<file path="config.mk">
export PLATFORM = sky130hd
export DESIGN_NAME = hdiv_top
export DESIGN_NICKNAME = d
export VERILOG_FILES = /design/src/rtl/hdiv_pkg.sv /design/src/rtl/hdiv_ctrl.sv /design/src/rtl/hdiv_edge_reg.sv /design/src/rtl/hdiv_datapath.sv /design/src/rtl/hdiv_top.sv
export SDC_FILE = /design/constraint.sdc
export NUM_CORES = 1
export LEC_CHECK = 0
export BUFFER_PORTS_ARGS = -buffer_cell sky130_fd_sc_hd__buf_2
export CORE_AREA = 2 2 39 41
export DETAILED_ROUTE_END_ITERATION = 10
export DIE_AREA = 0 0 41 43
export SLEW_MARGIN = 15
export SYNTH_ARGS = -nofsm -noshare
export SYNTH_HDL_FRONTEND = slang
export SYNTH_HIERARCHICAL = 1
export SYNTH_SLANG_ARGS = --single-unit
</file>
<file path="constraint.sdc">
create_clock -name clkIn -period 3 [get_ports clkIn]
set_input_delay 0.3 -clock clkIn [delete_from_list [all_inputs] [get_ports clkIn]]
set_output_delay 0.3 -clock clkIn [all_outputs]
set_load 0.01 [all_outputs]
</file>
<file path="src/rtl/hdiv_pkg.sv">
package hdiv_pkg;

  // Strobes from the rising-edge phase counter to the path registers.
  typedef struct packed {
    logic fallHit;  // a high run starts at the coming falling edge
    logic riseHit;  // a high run starts at the coming rising edge
  } hdiv_strobe_t;

  // Number of paths: one per input edge polarity.
  localparam int HDIV_PATHS = 2;

endpackage

</file>
<file path="src/rtl/hdiv_ctrl.sv">
module hdiv_ctrl
  import hdiv_pkg::*;
#(
  parameter int N = 5
) (
  input  logic         clkIn,
  input  logic         rst,
  output hdiv_strobe_t strobes
);

  localparam int CW = (N > 2) ? $clog2(N) : 2;
  localparam logic [CW-1:0] PH_RISE = CW'(N - 2);
  localparam logic [CW-1:0] PH_FALL = CW'(N - 1);

  // The phase counts half-periods modulo N, sampled at rising edges.
  // It steps by two per input period.
  logic [CW-1:0] phase;
  logic [CW-1:0] phaseNext;

  always_comb begin
    if (phase >= PH_RISE) phaseNext = phase - PH_RISE;
    else                  phaseNext = phase + CW'(2);
  end

  // Reset to N-2, so that the first rising edge lands on phase 0.
  always_ff @(posedge clkIn or posedge rst) begin
    if (rst) phase <= PH_RISE;
    else     phase <= phaseNext;
  end

  always_comb begin
    strobes.riseHit = (phase == PH_RISE);
    strobes.fallHit = (phase == PH_FALL);
  end

endmodule

</file>
<file path="src/rtl/hdiv_edge_reg.sv">
module hdiv_edge_reg #(
  parameter bit FALLING = 1'b0
) (
  input  logic clkIn,
  input  logic rst,
  input  logic setIn,
  output logic hitQ,
  output logic togQ
);

  generate
    if (FALLING) begin : g_fall
      always_ff @(negedge clkIn or posedge rst) begin
        if (rst) begin
          hitQ <= 1'b0;
          togQ <= 1'b0;
        end else begin
          hitQ <= setIn;
          togQ <= ~togQ;
        end
      end
    end else begin : g_rise
      always_ff @(posedge clkIn or posedge rst) begin
        if (rst) begin
          hitQ <= 1'b0;
          togQ <= 1'b0;
        end else begin
          hitQ <= setIn;
          togQ <= ~togQ;
        end
      end
    end
  endgenerate

endmodule

</file>
<file path="src/rtl/hdiv_datapath.sv">
module hdiv_datapath
  import hdiv_pkg::*;
(
  input  logic                  clkIn,
  input  logic                  rst,
  input  hdiv_strobe_t          strobes,
  output logic [HDIV_PATHS-1:0] pathHigh,
  output logic                  divOut,
  output logic                  edgeMark
);

  logic [HDIV_PATHS-1:0] setVec;
  logic [HDIV_PATHS-1:0] togVec;

  // Index 0 is the rising path, index 1 the falling path.
  assign setVec = {strobes.fallHit, strobes.riseHit};

  for (genvar g = 0; g < HDIV_PATHS; g++) begin : g_path
    hdiv_edge_reg #(.FALLING(g == 1)) u_reg (
      .clkIn (clkIn),
      .rst   (rst),
      .setIn (setVec[g]),
      .hitQ  (pathHigh[g]),
      .togQ  (togVec[g])
    );
  end

  assign divOut   = |pathHigh;
  assign edgeMark = ^togVec;

endmodule

</file>
<file path="src/rtl/hdiv_top.sv">
module hdiv_top
  import hdiv_pkg::*;
#(
  parameter int N = 5
) (
  input  logic clkIn,
  input  logic rst,
  output logic divOut,
  output logic edgeMark
);

  hdiv_strobe_t          strobes;
  logic [HDIV_PATHS-1:0] pathHigh;

  hdiv_ctrl #(.N(N)) u_ctrl (
    .clkIn   (clkIn),
    .rst     (rst),
    .strobes (strobes)
  );

  hdiv_datapath u_dp (
    .clkIn    (clkIn),
    .rst      (rst),
    .strobes  (strobes),
    .pathHigh (pathHigh),
    .divOut   (divOut),
    .edgeMark (edgeMark)
  );

endmodule

</file>
==> results.cfg, run 1 <==
[final_layout]
area_growth_syn_to_layout_pct = 21.2
most_frequent_standard_cell_in_the_layout_excluding_fill_and_tap_cells = sky130_fd_sc_hd__inv_1
antenna_cells_inserted = 0
layout-drive-gt1-share_pct = 29.7
fin_nets = 44
finish.cell_count_without_fillers = 53
final_cell_mix = sky130_fd_sc_hd__inv_1 (9), sky130_fd_sc_hd__ha_1 (4), sky130_fd_sc_hd__clkbuf_4 (3), sky130_fd_sc_hd__buf_2 (3), sky130_fd_sc_hd__dfrtp_1 (3)
fin_util_pct = 29.5

[sta]
final-max-slew-violation-count = 0
finalHoldViolations = 0
finalSetupViolations = 0
max-slew-margin-rel_pct = 82.1
worst_clock_skew_on_the_final_layout_ps = 14.4
grt_setup_unrepaired = no
timing_worst_slew_pin_value_ps = 268
setup_tns_ps = 0

[clocking]
clk-insertion-delay-late_ps = 250
htree_num_levels = 1
clock_input_transition_at_the_sequential_cells_of_the_worst_setup_and_hold_paths_ps = 40
clock_path_buffers = 2
cts_made_buffers = 3
clock_sink_count = 7
tritoncts = yes
cts_setup_buffers = 0
ctsRootBufferMaster = sky130_fd_sc_hd__clkbuf_4

[place]
place_inst = 48
hpwl_um = 327
finalWeightedCongestion = 0.661
buffer_ports.inserted = 3

[synth]
synth.area.mux_share_pct = 6.32
area_share_of_xor_xnor_cells_in_the_synthesized_design_pct = 2.60
postSynthAreaPerCell_um2 = 11.6
synth_compound_gate_area_share_pct = 5.20
synth.ff_latch_count = 7
synth.lib_cells_used.distinct = 14
largest_family_of_logic_cells_by_synthesized_area = adder cells
mappedNetlistNets = 35
yosysWarningCount = 6
mappedNetlistArea_um2 = 337
synth_adder_area_share_pct = 14.9
synthCells = 29
yosysSeqAreaShare_pct = 52.8
synth-simple-area-share_pct = 8.18

[setup_path]
timing.critical_path.buf_inv = 1
cp_cell_sequence = xor2_1 > buf_2
crit_path_end_kind = output port
worst-setup-path-type = reg -> out
cp.arrival_ps = 2430
data_required_time_at_the_worst_endpoint_ps = 2700
critical_path_peak_fanout = 2
critical_path_top_delay_cell = sky130_fd_sc_hd__dfrtn_1
critical_path.startpoint_type = register
max_stage_delay_ps = 410
critical-path-top-delay-family = flip-flops

[pwr]
power_density_nw_per_um2 = 440
max-vdd-ir-drop_v = 0.000265
cellLeakagePower_uw = 0.000235

[global_route]
grt_antenna_before_repair = 0
grt_max_degree = 6
overflow = 0
first_global_vias = 169
grt_first_pass_wirelength_um = 607
grt_util_all_layers_pct = 5.78

[die]
core-area_um2 = 1380
ios = 4
die-height_um = 43
initial_utilization_pct = 24.3
chipWidth_um = 41
num_rows = 14
die_area_um2 = 1760

[detailed_routing]
route.vias.total = 193
wirelength_um = 385
vias_per_cell = 3.64
drt_pass1_iterations = 2
drtIter0Drc = 1
wire_per_inst_um = 7.26
ant_nets = 0
detail_route.drc_violations = 0

[status]
result_of_the_run = completed

[flow_run]
cap_violations = 0

[min_path]
min-delay-path-class = reg -> reg
-- sequential cells by signal, indices dropped and copies added, names as in the netlist --
register,count
u_ctrl/phase,3
u_dp/g_path.u_reg/hitQ,2
u_dp/g_path.u_reg/togQ,2
-- report_power, final --
group          internal [uW]  switching (uW)  total (uW)
clock                   50.5            30.1        80.5
combinational           1.60            2.19        3.80
sequential              94.9               0        94.9
total                    147            32.3         179
-- routing by layer --
metal	track usage (%)	up-vias	wire length [um]
met3	6.28	0	35
met5	0	-	0
li1	-	106	-
met4	4.00	0	0
met1	5.63	81	194
met2	6.88	6	155
-- metrics by stage --
stage	area (um2)	power (uW)	setup WS, ps	hold slack, ps
2_1_floorplan	337	98.0	421	41.2
3_3_place_gp	372	99.3	403	176
3_5_place_dp	372	99.3	379	179
4_1_cts	408	184	264	321
5_1_grt	408	189	196	331
6_report	408	179	275	317
-- worst reg2reg max path, stage by stage (launching register included) --
cell	delay, ps
sky130_fd_sc_hd__dfstp_2	570
sky130_fd_sc_hd__inv_1	50
sky130_fd_sc_hd__ha_1	180
sky130_fd_sc_hd__and2_2	180
-- area by class of cell --
cell class,count,area [um2]
Fill cell,148,976
Sequential cell,7,178
Tap cell,16,20.0
Inverter,9,33.8
Clock buffer,4,26.3
Multi-Input combinational cell,13,125
Timing Repair Buffer,4,25.0
-- synthesized netlist by cell type (all sizes together) --
| cell | number | area share (%) |
|---|---|---|
| or2 | 1 | 1.9 |
| mux2 | 1 | 3.3 |
| inv | 9 | 10 |
| dfstp | 2 | 16 |
| xor2 | 1 | 2.6 |
| and2 | 1 | 2.2 |
| ha | 4 | 15 |
| a211oi | 1 | 3.7 |
| dfrtp | 3 | 22 |
| or4b | 1 | 3.0 |
| nor2 | 1 | 1.1 |
| dfrtn | 2 | 15 |
| o21ai | 1 | 1.5 |
| mux2i | 1 | 3.0 |
-- final timing paths --
path / startpoint / to / slack [ps] / depth (start not counted)
setup / recovery: u_dp/g_path[1].u_reg/togQ / edgeMark / 270 / 2
hold / removal: u_dp/g_path[1].u_reg/togQ / u_dp/g_path[1].u_reg/togQ / 320 / 1
setup reg to reg: u_ctrl/phase[0] / u_dp/g_path[1].u_reg/hitQ / 390 / 3
hold reg to reg: u_dp/g_path[1].u_reg/togQ / u_dp/g_path[1].u_reg/togQ / 320 / 1
max in group asynchronous: rst / u_dp/g_path[1].u_reg/togQ / 1020 / 3
min in group asynchronous: rst / u_dp/g_path[0].u_reg/hitQ / 470 / 3
-- repair_timing --
action,CTS,global route
endpoints found under the hold margin,3,0
hold buffers,1,0
gates resized for setup,0,0
-- kinds of logic (layout without fill, tap and decap cells) --
group                    count (synthesis)  in the layout
flip-flops                               7              7
XOR/XNOR                                 1              1
multiplexers                             2              2
AND/OR/NAND/NOR                          4              4
buffers and inverters                    9             17
AO/OA/AOI/OAI                            2              2
adder cells (fa/ha/maj)                  4              4
Power figures use the tool's default switching activity.
==> inputs of run 2 (changes only) <==
--- a/config.mk
+++ b/config.mk
@@ -5,10 +5,10 @@
 export SDC_FILE = /design/constraint.sdc
 export NUM_CORES = 1
 export LEC_CHECK = 0
-export BUFFER_PORTS_ARGS = -buffer_cell sky130_fd_sc_hd__buf_2
 export CORE_AREA = 2 2 39 41
 export DETAILED_ROUTE_END_ITERATION = 10
 export DIE_AREA = 0 0 41 43
+export DONT_BUFFER_PORTS = 1
 export SLEW_MARGIN = 15
 export SYNTH_ARGS = -nofsm -noshare
 export SYNTH_HDL_FRONTEND = slang
==> results.cfg, run 2 (synthesis gave the netlist of run 1 again) <==
[status]
result_of_the_run = completed

[place]
finalWeightedCongestion = 0.722
hpwl_um = 351
preCtsSetupSlack_ps = 382
buffer_ports.inserted = 0

[global_route]
grt_antenna_before_repair = 0
grt_util_all_layers_pct = 7.68
grt_first_pass_wirelength_um = 834
grt_max_degree = 6
first_global_vias = 210
overflow = 0

[detailed_routing]
drt_pass1_iterations = 1
wirelength_um = 439
route.vias.total = 193
drtIter0Drc = 0
ant_nets = 0
detail_route.drc_violations = 0
vias_per_cell = 3.86
wire_per_inst_um = 8.78

[final_layout]
antenna_cells_inserted = 0
area_growth_syn_to_layout_pct = 16.7
layout.area.seq_um2 = 178
reg.largest.list = u_ctrl/phase (3), u_dp/g_path.u_reg/hitQ (2), u_dp/g_path.u_reg/togQ (2)
top_register = u_ctrl/phase
fillerInstances = 141
multi_input_area_um2 = 125
largest_reg_flops = 3
final_cell_mix = sky130_fd_sc_hd__inv_1 (9), sky130_fd_sc_hd__ha_1 (4), sky130_fd_sc_hd__clkbuf_4 (3), sky130_fd_sc_hd__dfrtp_1 (3)
layout-drive-gt1-share_pct = 23.5
fin_nets = 41
most_frequent_standard_cell_in_the_layout_excluding_fill_and_tap_cells = sky130_fd_sc_hd__inv_1

[pwr]
max-vdd-ir-drop_v = 0.000252
cellLeakagePower_uw = 0.000219
power_density_nw_per_um2 = 471

[sta]
finalHoldViolations = 0
final-max-slew-violation-count = 0
finalSetupViolations = 0
max-slew-margin-rel_pct = 83.3
timing_worst_slew_pin_value_ps = 251
setup_tns_ps = 0
worst_clock_skew_on_the_final_layout_ps = 10.5
grt_setup_unrepaired = no
setup_slack_ps = 283

[setup_path]
crit_path_end_kind = output port
critical_path_top_delay_cell = sky130_fd_sc_hd__dfrtn_1
critical_path_peak_fanout = 2
worst-setup-path-type = reg -> out
worstRegToRegCells = 3
rrSetupSlack_ps = 390
critical-path-top-delay-family = flip-flops
critical_path.startpoint_type = register
reg2reg_to = u_dp/g_path[1].u_reg/hitQ
timing.critical_path.buf_inv = 0
data_required_time_at_the_worst_endpoint_ps = 2700
cp_cell_sequence = xor2_1
timing.critical_path.depth = 1
critical_path.startpoint = u_dp/g_path[1].u_reg/togQ
endpoint = edgeMark
r2r_start = u_ctrl/phase[0]
cp.arrival_ps = 2420
max_stage_delay_ps = 410

[clocking]
cts-resized-gates = 0
cts_made_buffers = 3
clock_sink_count = 7
tritoncts = yes
clock_input_transition_at_the_sequential_cells_of_the_worst_setup_and_hold_paths_ps = 40
ctsRootBufferMaster = sky130_fd_sc_hd__clkbuf_4
htree_num_levels = 1
clk-insertion-delay-late_ps = 260
clock_path_buffers = 2

[die]
die_area_um2 = 1760
ios = 4
core-area_um2 = 1380
die-height_um = 43
initial_utilization_pct = 24.3
num_rows = 14
chipWidth_um = 41

[flow_run]
cap_violations = 0

[min_path]
min-delay-path-class = reg -> reg
-- run 2: cell count changes in the layout (fill, tap and decap cells not counted), sizes merged --
cell  delta
buf      -3
-- run 2: what timing repair did --
action | in CTS | in global routing
hold buffers | 1 | 0
buffers inserted | 0 | 0
hold endpoints to repair | 5 | 0
-- run 2: where the power goes --
part	total, uW	internal (uW)	switching (uW)
clock	86.9	50.8	36.0
sequential	94.8	94.8	0
combinational	3.30	1.18	2.12
-- run 2: worst min path at each step --
stage / to / from / depth (start not counted) / slack (ps)
floorplan: u_dp/g_path[0].u_reg/hitQ / rst / 1 / 40
global placement: u_dp/g_path[0].u_reg/hitQ / rst / 1 / 50
detailed placement: u_dp/g_path[0].u_reg/togQ / rst / 1 / 60
CTS: u_dp/g_path[1].u_reg/togQ / u_dp/g_path[1].u_reg/togQ / 1 / 320
global route: u_dp/g_path[1].u_reg/togQ / u_dp/g_path[1].u_reg/togQ / 1 / 350
finish: u_dp/g_path[1].u_reg/togQ / u_dp/g_path[1].u_reg/togQ / 1 / 320
-- run 2: layout make-up --
type / instances / share of cell area, %
clock buffer: 4 / 6.69
inverter: 9 / 8.60
multi-input combinational: 13 / 31.8
tap: 16 / 5.10
timing repair buffer: 1 / 2.55
sequential: 7 / 45.2
-- run 2: routing by layer --
layer | up-vias | GRT usage, % | wire (um)
met2 | 6 | 10.9 | 198
li1 | 100 | - | -
met5 | - | 0 | 0
met3 | 0 | 7.85 | 42
met1 | 87 | 7.57 | 199
met4 | 0 | 2.00 | 0
-- run 2: through the flow --
step,util [%],power (uW),hold slack (ps),cell area (um2),std cells
floorplan,-,98.0,41.2,337,29
global placement,25.8,98.5,52.1,357,45
detailed placement,25.8,98.5,55.0,357,45
CTS,28.4,190,324,393,50
global route,28.4,198,353,393,50
finish,28.4,185,321,393,50
